<file path="src/rtl/rtc_pkg.sv">
`timescale 1ns/1ps
package rtc_pkg;

    localparam int NUM_TIME   = 13;
    localparam int NIB_W      = 4;
    localparam int BYTE_W     = 8;
    localparam int IDX_W      = 4;
    localparam int ADDR_W     = 2;
    localparam int BIN_W      = 8;

    localparam logic [ADDR_W-1:0] A_ENABLE = 2'd0;
    localparam logic [ADDR_W-1:0] A_PORT   = 2'd1;
    localparam logic [ADDR_W-1:0] A_STATUS = 2'd2;

    localparam logic [BYTE_W-1:0] CMD_SEQ_A = 8'h03;
    localparam logic [BYTE_W-1:0] CMD_SEQ_B = 8'h0C;

    localparam int I_SEC1  = 0;
    localparam int I_SEC10 = 1;
    localparam int I_MIN1  = 2;
    localparam int I_MIN10 = 3;
    localparam int I_HR1   = 4;
    localparam int I_HR10  = 5;
    localparam int I_DAY1  = 6;
    localparam int I_DAY10 = 7;
    localparam int I_MON1  = 8;
    localparam int I_MON10 = 9;
    localparam int I_YR1   = 10;
    localparam int I_YR10  = 11;
    localparam int I_WDAY  = 12;

    localparam logic [IDX_W-1:0] I_CTL_D = 4'hD;
    localparam logic [IDX_W-1:0] I_CTL_E = 4'hE;
    localparam logic [IDX_W-1:0] I_CTL_F = 4'hF;

    localparam int BIT_FREEZE = 0;
    localparam int BIT_IRQ_EN = 1;
    localparam int BIT_HOLD0  = 0;
    localparam int BIT_STOP   = 1;
    localparam int BIT_H24    = 2;

    typedef enum logic [1:0] {PH_CMD, PH_IDX, PH_DATA} phase_e;

    typedef logic [NUM_TIME-1:0][NIB_W-1:0] time_t;

    typedef struct packed {
        logic              en;
        phase_e            phase;
        logic [IDX_W-1:0]  idx;
        logic              ready;
        logic              pend;
        logic              irq;
        time_t             live;
        time_t             shadow;
        logic [NIB_W-1:0]  ctl_d;
        logic [NIB_W-1:0]  ctl_e;
        logic [NIB_W-1:0]  ctl_f;
    } state_t;

    function automatic time_t time_reset();
        time_t t;
        t = '0;
        t[I_DAY1] = 4'd1;
        t[I_MON1] = 4'd1;
        return t;
    endfunction

    function automatic state_t state_reset();
        state_t s;
        s        = '0;
        s.phase  = PH_CMD;
        s.ready  = 1'b1;
        s.live   = time_reset();
        s.shadow = time_reset();
        s.ctl_d  = 4'h1;
        s.ctl_e  = 4'hF;
        s.ctl_f  = 4'h6;
        return s;
    endfunction

    function automatic logic [BIN_W-1:0] bcd2bin(input logic [NIB_W-1:0] tens,
                                                 input logic [NIB_W-1:0] units);
        return ({4'd0, tens} * 8'd10) + {4'd0, units};
    endfunction

    function automatic logic [BIN_W-1:0] bin2bcd(input logic [BIN_W-1:0] v);
        return ((v / 8'd10) << 4) | (v % 8'd10);
    endfunction

    // {carry, value}: step v by one when cin, wrapping from hi (or above) to lo
    function automatic logic [BIN_W:0] wrap_inc(input logic [BIN_W-1:0] v,
                                                input logic             cin,
                                                input logic [BIN_W-1:0] lo,
                                                input logic [BIN_W-1:0] hi);
        if (!cin)    return {1'b0, v};
        if (v >= hi) return {1'b1, lo};
        return {1'b0, v + 8'd1};
    endfunction

    function automatic logic [BIN_W-1:0] month_days(input logic [BIN_W-1:0] mon,
                                                    input logic             leap);
        case (mon)
            8'd2:                     return leap ? 8'd29 : 8'd28;
            8'd4, 8'd6, 8'd9, 8'd11:  return 8'd30;
            default:                  return 8'd31;
        endcase
    endfunction

endpackage

</file>
<file path="src/rtl/rtc_hour_step.sv">
`timescale 1ns/1ps
module rtc_hour_step
    import rtc_pkg::*;
(
    input  logic [NIB_W-1:0] units_i,
    input  logic [NIB_W-1:0] tens_i,
    input  logic             mode24_i,
    input  logic             cin_i,
    output logic [NIB_W-1:0] units_o,
    output logic [NIB_W-1:0] tens_o,
    output logic             cout_o
);

    logic [BIN_W:0]   h24_r;
    logic [BIN_W-1:0] h12;
    logic [BIN_W-1:0] h12_n;
    logic             pm_n;
    logic [BIN_W-1:0] b;

    always_comb begin
        units_o = units_i;
        tens_o  = tens_i;
        cout_o  = 1'b0;
        h24_r   = wrap_inc(bcd2bin(tens_i, units_i), cin_i, 8'd0, 8'd23);
        h12     = bcd2bin({2'b00, tens_i[1:0]}, units_i);
        h12_n   = h12;
        pm_n    = tens_i[2];
        b       = '0;
        if (cin_i) begin
            if (mode24_i) begin
                b       = bin2bcd(h24_r[BIN_W-1:0]);
                units_o = b[3:0];
                tens_o  = b[7:4];
                cout_o  = h24_r[BIN_W];
            end else begin
                if (h12 == 8'd11) begin
                    h12_n  = 8'd12;
                    pm_n   = ~tens_i[2];
                    cout_o = tens_i[2];
                end else if (h12 >= 8'd12) begin
                    h12_n = 8'd1;
                end else begin
                    h12_n = h12 + 8'd1;
                end
                b       = bin2bcd(h12_n);
                units_o = b[3:0];
                tens_o  = {1'b0, pm_n, b[5:4]};
            end
        end
    end

endmodule

</file>
<file path="src/rtl/rtc_calendar_step.sv">
`timescale 1ns/1ps
module rtc_calendar_step
    import rtc_pkg::*;
(
    input  time_t cur_i,
    input  logic  mode24_i,
    output time_t nxt_o
);

    logic [BIN_W:0]   sec_r, min_r, day_r, mon_r, yr_r, wd_r;
    logic [BIN_W-1:0] sec_b, min_b, day_b, mon_b, yr_b;
    logic [BIN_W-1:0] mon_bin, yr_bin;
    logic             leap;
    logic [NIB_W-1:0] hr_units, hr_tens;
    logic             hr_carry;
    logic             unused_bits;

    assign mon_bin = bcd2bin(cur_i[I_MON10], cur_i[I_MON1]);
    assign yr_bin  = bcd2bin(cur_i[I_YR10], cur_i[I_YR1]);
    assign leap    = (yr_bin[1:0] == 2'b00);

    always_comb begin
        sec_r = wrap_inc(bcd2bin(cur_i[I_SEC10], cur_i[I_SEC1]), 1'b1, 8'd0, 8'd59);
        min_r = wrap_inc(bcd2bin(cur_i[I_MIN10], cur_i[I_MIN1]), sec_r[BIN_W], 8'd0, 8'd59);
    end

    rtc_hour_step u_hour (
        .units_i  (cur_i[I_HR1]),
        .tens_i   (cur_i[I_HR10]),
        .mode24_i (mode24_i),
        .cin_i    (min_r[BIN_W]),
        .units_o  (hr_units),
        .tens_o   (hr_tens),
        .cout_o   (hr_carry)
    );

    always_comb begin
        day_r = wrap_inc(bcd2bin(cur_i[I_DAY10], cur_i[I_DAY1]), hr_carry, 8'd1,
                         month_days(mon_bin, leap));
        mon_r = wrap_inc(mon_bin, day_r[BIN_W], 8'd1, 8'd12);
        yr_r  = wrap_inc(yr_bin, mon_r[BIN_W], 8'd0, 8'd99);
        wd_r  = wrap_inc({4'd0, cur_i[I_WDAY]}, hr_carry, 8'd0, 8'd6);

        sec_b = bin2bcd(sec_r[BIN_W-1:0]);
        min_b = bin2bcd(min_r[BIN_W-1:0]);
        day_b = bin2bcd(day_r[BIN_W-1:0]);
        mon_b = bin2bcd(mon_r[BIN_W-1:0]);
        yr_b  = bin2bcd(yr_r[BIN_W-1:0]);

        nxt_o          = cur_i;
        nxt_o[I_SEC1]  = sec_b[3:0];
        nxt_o[I_SEC10] = sec_b[7:4];
        nxt_o[I_MIN1]  = min_b[3:0];
        nxt_o[I_MIN10] = min_b[7:4];
        nxt_o[I_HR1]   = hr_units;
        nxt_o[I_HR10]  = hr_tens;
        nxt_o[I_DAY1]  = day_b[3:0];
        nxt_o[I_DAY10] = day_b[7:4];
        nxt_o[I_MON1]  = mon_b[3:0];
        nxt_o[I_MON10] = mon_b[7:4];
        nxt_o[I_YR1]   = yr_b[3:0];
        nxt_o[I_YR10]  = yr_b[7:4];
        nxt_o[I_WDAY]  = wd_r[3:0];
    end

    assign unused_bits = ^{yr_r[BIN_W], wd_r[BIN_W:4]};

endmodule

</file>
<file path="src/rtl/bcd_rtc_core.sv">
`timescale 1ns/1ps
module bcd_rtc_core
    import rtc_pkg::*;
(
    input  logic              clk_i,
    input  logic              rst_ni,
    input  logic              host_wr_i,
    input  logic              host_rd_i,
    input  logic [ADDR_W-1:0] host_addr_i,
    input  logic [BYTE_W-1:0] host_wdata_i,
    output logic [BYTE_W-1:0] host_rdata_o,
    input  logic              sec_tick_i,
    output logic              irq_o
);

    state_t st_q, st_d;
    time_t  step_nxt;

    logic port_sel, port_wr, data_wr, data_rd, port_acc, stat_rd, advance;
    logic [BYTE_W-1:0] reg_rd, rd_val;

    rtc_calendar_step u_step (
        .cur_i    (st_q.live),
        .mode24_i (st_q.ctl_f[BIT_H24]),
        .nxt_o    (step_nxt)
    );

    assign port_sel = (host_addr_i == A_PORT) && st_q.en;
    assign port_wr  = host_wr_i && port_sel;
    assign data_wr  = port_wr && (st_q.phase == PH_DATA);
    assign data_rd  = host_rd_i && !host_wr_i && port_sel && (st_q.phase == PH_DATA);
    assign port_acc = port_wr || data_rd;
    assign stat_rd  = host_rd_i && !host_wr_i && (host_addr_i == A_STATUS);
    assign advance  = sec_tick_i && !st_q.ctl_f[BIT_HOLD0] && !st_q.ctl_f[BIT_STOP];

    always_comb begin
        st_d      = st_q;
        st_d.pend = 1'b0;
        st_d.irq  = sec_tick_i && st_q.ctl_d[BIT_IRQ_EN];

        // ready: status read clears, pending access sets, new access clears
        if (stat_rd)    st_d.ready = 1'b0;
        if (st_q.pend)  st_d.ready = 1'b1;
        if (port_acc) begin
            st_d.ready = 1'b0;
            st_d.pend  = 1'b1;
        end

        if (host_wr_i && (host_addr_i == A_ENABLE)) begin
            st_d.en    = host_wdata_i[0];
            st_d.phase = PH_CMD;
        end

        if (port_wr) begin
            unique case (st_q.phase)
                PH_CMD: begin
                    if ((host_wdata_i == CMD_SEQ_A) || (host_wdata_i == CMD_SEQ_B))
                        st_d.phase = PH_IDX;
                end
                PH_IDX: begin
                    st_d.idx   = host_wdata_i[IDX_W-1:0];
                    st_d.phase = PH_DATA;
                end
                PH_DATA: st_d.phase = PH_DATA;
                default: st_d.phase = PH_CMD;
            endcase
        end

        st_d.live = advance ? step_nxt : st_q.live;

        if (data_wr) begin
            if (st_q.idx < IDX_W'(NUM_TIME)) begin
                st_d.live[st_q.idx] = host_wdata_i[NIB_W-1:0];
            end else begin
                case (st_q.idx)
                    I_CTL_D: st_d.ctl_d = host_wdata_i[NIB_W-1:0];
                    I_CTL_E: st_d.ctl_e = host_wdata_i[NIB_W-1:0];
                    default: st_d.ctl_f = host_wdata_i[NIB_W-1:0];
                endcase
            end
        end

        if (data_wr || data_rd) st_d.idx = st_q.idx + 1'b1;

        if (st_d.ctl_f[BIT_HOLD0]) begin
            st_d.live[I_SEC1]  = '0;
            st_d.live[I_SEC10] = '0;
        end

        if (!st_q.ctl_d[BIT_FREEZE] && (sec_tick_i || data_wr))
            st_d.shadow = st_d.live;
    end

    always_ff @(posedge clk_i) begin
        if (!rst_ni) st_q <= state_reset();
        else         st_q <= st_d;
    end

    always_comb begin
        if (st_q.idx < IDX_W'(NUM_TIME)) begin
            reg_rd = {4'd0, st_q.shadow[st_q.idx]};
        end else begin
            case (st_q.idx)
                I_CTL_D: reg_rd = {4'd0, st_q.ctl_d};
                I_CTL_E: reg_rd = {4'd0, st_q.ctl_e};
                default: reg_rd = {4'd0, st_q.ctl_f};
            endcase
        end
        case (host_addr_i)
            A_ENABLE: rd_val = {7'd0, st_q.en};
            A_PORT:   rd_val = (st_q.en && (st_q.phase == PH_DATA)) ? reg_rd : '0;
            A_STATUS: rd_val = {st_q.ready, 7'd0};
            default:  rd_val = '0;
        endcase
    end

    assign host_rdata_o = host_rd_i ? rd_val : '0;
    assign irq_o        = st_q.irq;

endmodule

</file>
<file path="config.mk">
export PLATFORM = sky130hd
export DESIGN_NAME = bcd_rtc_core
export DESIGN_NICKNAME = d
export VERILOG_FILES = /design/src/rtl/rtc_pkg.sv /design/src/rtl/rtc_hour_step.sv /design/src/rtl/rtc_calendar_step.sv /design/src/rtl/bcd_rtc_core.sv
export SDC_FILE = /design/constraint.sdc
export NUM_CORES = 1
export LEC_CHECK = 0
export CORE_MARGIN = 10
export CORE_UTILIZATION = 25
export CTS_CLUSTER_SIZE = 14
export DETAILED_ROUTE_END_ITERATION = 10
export PLACE_DENSITY = 0.41
export SYNTH_ARGS = -nofsm -noshare
export SYNTH_HDL_FRONTEND = slang
export SYNTH_SLANG_ARGS = --single-unit
</file>
<file path="constraint.sdc">
create_clock -name clk_i -period 6.5 [get_ports clk_i]
set_clock_uncertainty 0.15 [all_clocks]
set_input_delay 0.975 -clock clk_i [delete_from_list [all_inputs] [get_ports clk_i]]
set_output_delay 0.975 -clock clk_i [all_outputs]
set_load 0.01 [all_outputs]
</file>
==> impl_metrics.env <==
export IMPL_ys_types=109
export IMPL_placed_cell_area_um2=13990
export IMPL_critPathLaunchType="flip-flop"
export IMPL_synthArstFlopShare_pct=0
export IMPL_antenna_cells=0
export IMPL_die_area_um2=59020
export IMPL_start_util_pct=25.33
export IMPL_r2r_start="st_q[100]"
export IMPL_fill_cells=5368
export IMPL_drive_gt1_share_pct=16.57
export IMPL_clk_pin_slew_ns=0.05
export IMPL_fin_crit_ns=6.202
export IMPL_vias=12972
export IMPL_grt_total_usage_pct=14.31
export IMPL_status="finished clean"
export IMPL_setup_viol=0
export IMPL_final_cell_mix="nand2_1 (172), nor2_1 (171), buf_4 (134), a21oi_1 (129), dfxtp_1 (123)"
export IMPL_stdcell_count=2444
export IMPL_cts_htree_levels=4
export IMPL_ys_ff_latch=126
export IMPL_crit_fanout=4
export IMPL_worstSkewPairLatency_ns=0.42
export IMPL_gr_total_overflow=0
export IMPL_hold_buffers=0
export IMPL_synth_ff_type="dfxtp_1"
export IMPL_tightest_slew_ns=1.004
export IMPL_antenna_found_initial=0
export IMPL_clockBufferDepth=2
export IMPL_io_pins=24
export IMPL_grt_pass1_wl_mm=69.38
export IMPL_ir_drop_mv=0.1616
export IMPL_final_area_um2=15030
export IMPL_dp_hpwl_mm=32.68
export IMPL_post_place_cells=2393
export IMPL_crit_slowest_cell="fa_1"
export IMPL_io_buffer_count=20
export IMPL_synthToLayoutAreaGrowth_pct=20.96
export IMPL_die_h_um=242.9
export IMPL_grt_start_max_net_pins=63
export IMPL_root_buffer="clkbuf_16"
export IMPL_wl_mm=44.34
export IMPL_rsz0062_at_grt="true"
export IMPL_rows=81
export IMPL_holdCritPathClass="flip-flop to flip-flop"
export IMPL_relSlewSlack_pct=33.09
export IMPL_ys_seq_area_share_pct=20.30
export IMPL_final_common_cell="nand2_1"
export IMPL_cts_made_buffers=17
export IMPL_fin_tns_setup_ns=0
export IMPL_final_antenna_net_count=0
export IMPL_fp_coreArea_um2=49050
export IMPL_final_max_slew_viol_count=0
export IMPL_worst_hold_startpoint="st_q[117]"
export IMPL_worstPathArrival_ns=6.37
export IMPL_cap_violations=0
export IMPL_layout_nets=1876
export IMPL_cp_required_ns=6.66
export IMPL_yosys_warnings=0
export IMPL_place_congestion=0.8359
export IMPL_critical_path_endpoint_type="flip-flop"
export IMPL_synth_edff_count=0
export IMPL_vias_per_cell=5.308
export IMPL_place_ws_ns=0.02509
export IMPL_routedWlPerCell_um=18.14
export IMPL_crit_type="flip-flop to flip-flop"
export IMPL_fin_crit_sh_pct=95.42
export IMPL_critical_path_startpoint="st_q[100]"
export IMPL_max_freq_ghz=0.1612
export IMPL_drcViolationCount=0
export IMPL_power_mw=1.706
export IMPL_worst_slack_ns=0.2975
export IMPL_powerDensity_nw_per_um2=113.5
export IMPL_hold_viol=0
export IMPL_avgSynthCellArea_um2=7.396
export IMPL_p_leak_nw=5.859
export IMPL_initialDrtViolationCount=791
export IMPL_cts_tree="yes"
export IMPL_firstDrtPassIters=5
export IMPL_syn_area_um2=12430
export IMPL_syn_inst=1680
export IMPL_die_x_um=242.9
export IMPL_slowest_delay_ns=0.49
export IMPL_grt_pass1_vias=12337
export IMPL_cts_sinks=126
[synth_stat cells, types with 6 or more instances]
library cell	number	share of area (%)
o21a_1	10	0.60
a221oi_1	10	0.70
nor4_1	11	0.55
a31o_2	8	0.56
mux2i_1	16	1.3
fa_1	12	1.9
nand4_1	16	0.81
a21boi_0	7	0.42
nand2b_1	21	1.1
o211ai_1	34	2.1
o22ai_1	15	0.76
ha_1	80	8.1
a211oi_1	28	1.7
nor2b_1	9	0.45
inv_1	54	1.6
o31ai_1	20	1.2
xnor2_1	36	2.5
and3_1	17	0.86
o21ai_0	114	4.6
or3_1	19	0.96
o2bb2ai_1	6	0.42
a21o_1	18	1.1
o21ai_1	6	0.24
nand2_1	175	5.3
nand3_1	70	2.8
or2_2	6	0.30
nor3_1	62	2.5
xor2_1	22	1.6
dfxtp_1	126	20
a221o_1	6	0.48
a31oi_1	40	2.0
nor2_1	173	5.2
a21oi_1	134	5.4
and2_1	41	2.1
buf_4	6	0.36
o211a_1	8	0.64
mux4_2	13	2.4
buf_2	16	0.64
clkbuf_1	63	1.9
o2111ai_1	8	0.56
a22oi_1	9	0.54
[worst paths after layout]
| kind | slack, ns | depth (start not counted) | to |
|---|---|---|---|
| setup / recovery | 0.30 | 29 | st_q[51] |
| hold / removal | 0.30 | 2 | st_q[118] |
| setup reg to reg | 0.30 | 29 | st_q[51] |
| hold reg to reg | 0.30 | 2 | st_q[118] |
[area by class of cell]
type,count,area (um2),area share [%]
clock buffer,22,464.2,3.088
clock inverter,8,67.56,0.4495
inverter,57,214.0,1.423
multi-input combinational,1407,9642,64.15
sequential,126,2526,16.81
tap,664,830.8,5.527
timing repair buffer,160,1286,8.557
[worst max-delay path: cells and delay by family, from the launching register on]
kind,cells,cell delay (ns)
AO/OA/AOI/OAI,12,2.39
adder cells (fa/ha/maj),5,1.37
flip-flops,1,0.36
buffers and inverters,3,0.33
AND/OR/NAND/NOR,9,1.46
[power by group]
part | internal, mW | switching, mW | leakage (nW) | total (mW)
logic | 0.0123 | 0.0354 | 4.58 | 0.0477
clock network | 0.537 | 0.348 | 0.265 | 0.885
registers | 0.773 | 0.000181 | 1.02 | 0.773
total | 1.32 | 0.384 | 5.86 | 1.71
[per-layer routing]
layer | track usage [%] | wire length, um | vias up
met4 | 2.794 | 497 | 0
li1 | - | - | 6443
met5 | 0 | 0 | -
met2 | 24.04 | 21170 | 212
met3 | 1.570 | 1129 | 30
met1 | 19.41 | 21540 | 6287
[per-stage QoR]
stage	hold WS, ns	util, %
floorplan	0.2734	-
global placement	0.2856	28.52
detailed placement	0.2933	28.52
CTS	0.3032	29.63
global route	0.3328	30.64
finish	0.3005	30.64
[kinds of logic (layout without fill, tap and decap cells)]
| family | Yosys count | after routing | synth area share (%) |
|---|---|---|---|
| AND/OR/NAND/NOR | 649 | 649 | 24.81 |
| AO/OA/AOI/OAI | 569 | 569 | 31.46 |
| buffers and inverters | 149 | 247 | 4.974 |
| flip-flops | 126 | 126 | 20.30 |
| adder cells (fa/ha/maj) | 93 | 93 | 10.07 |
| XOR/XNOR | 60 | 60 | 4.350 |
| multiplexers | 33 | 33 | 4.008 |
| other | 1 | 3 | 0.03018 |
[sequential cells by signal, summed over array words and instances (netlist names)]
signal and flops:
st_q 125, irq_o 1
[timing repair]
| action | CTS | global route |
|---|---|---|
| cloned | 0 | 2 |
| hold endpoints to repair | 0 | 0 |
| setup endpoints to repair | 1 | 38 |
| setup buffers | 1 | 20 |
| resized for setup | 2 | 81 |
| pin swaps | 1 | 45 |
Note: power is estimated with default switching activity, not from simulation.
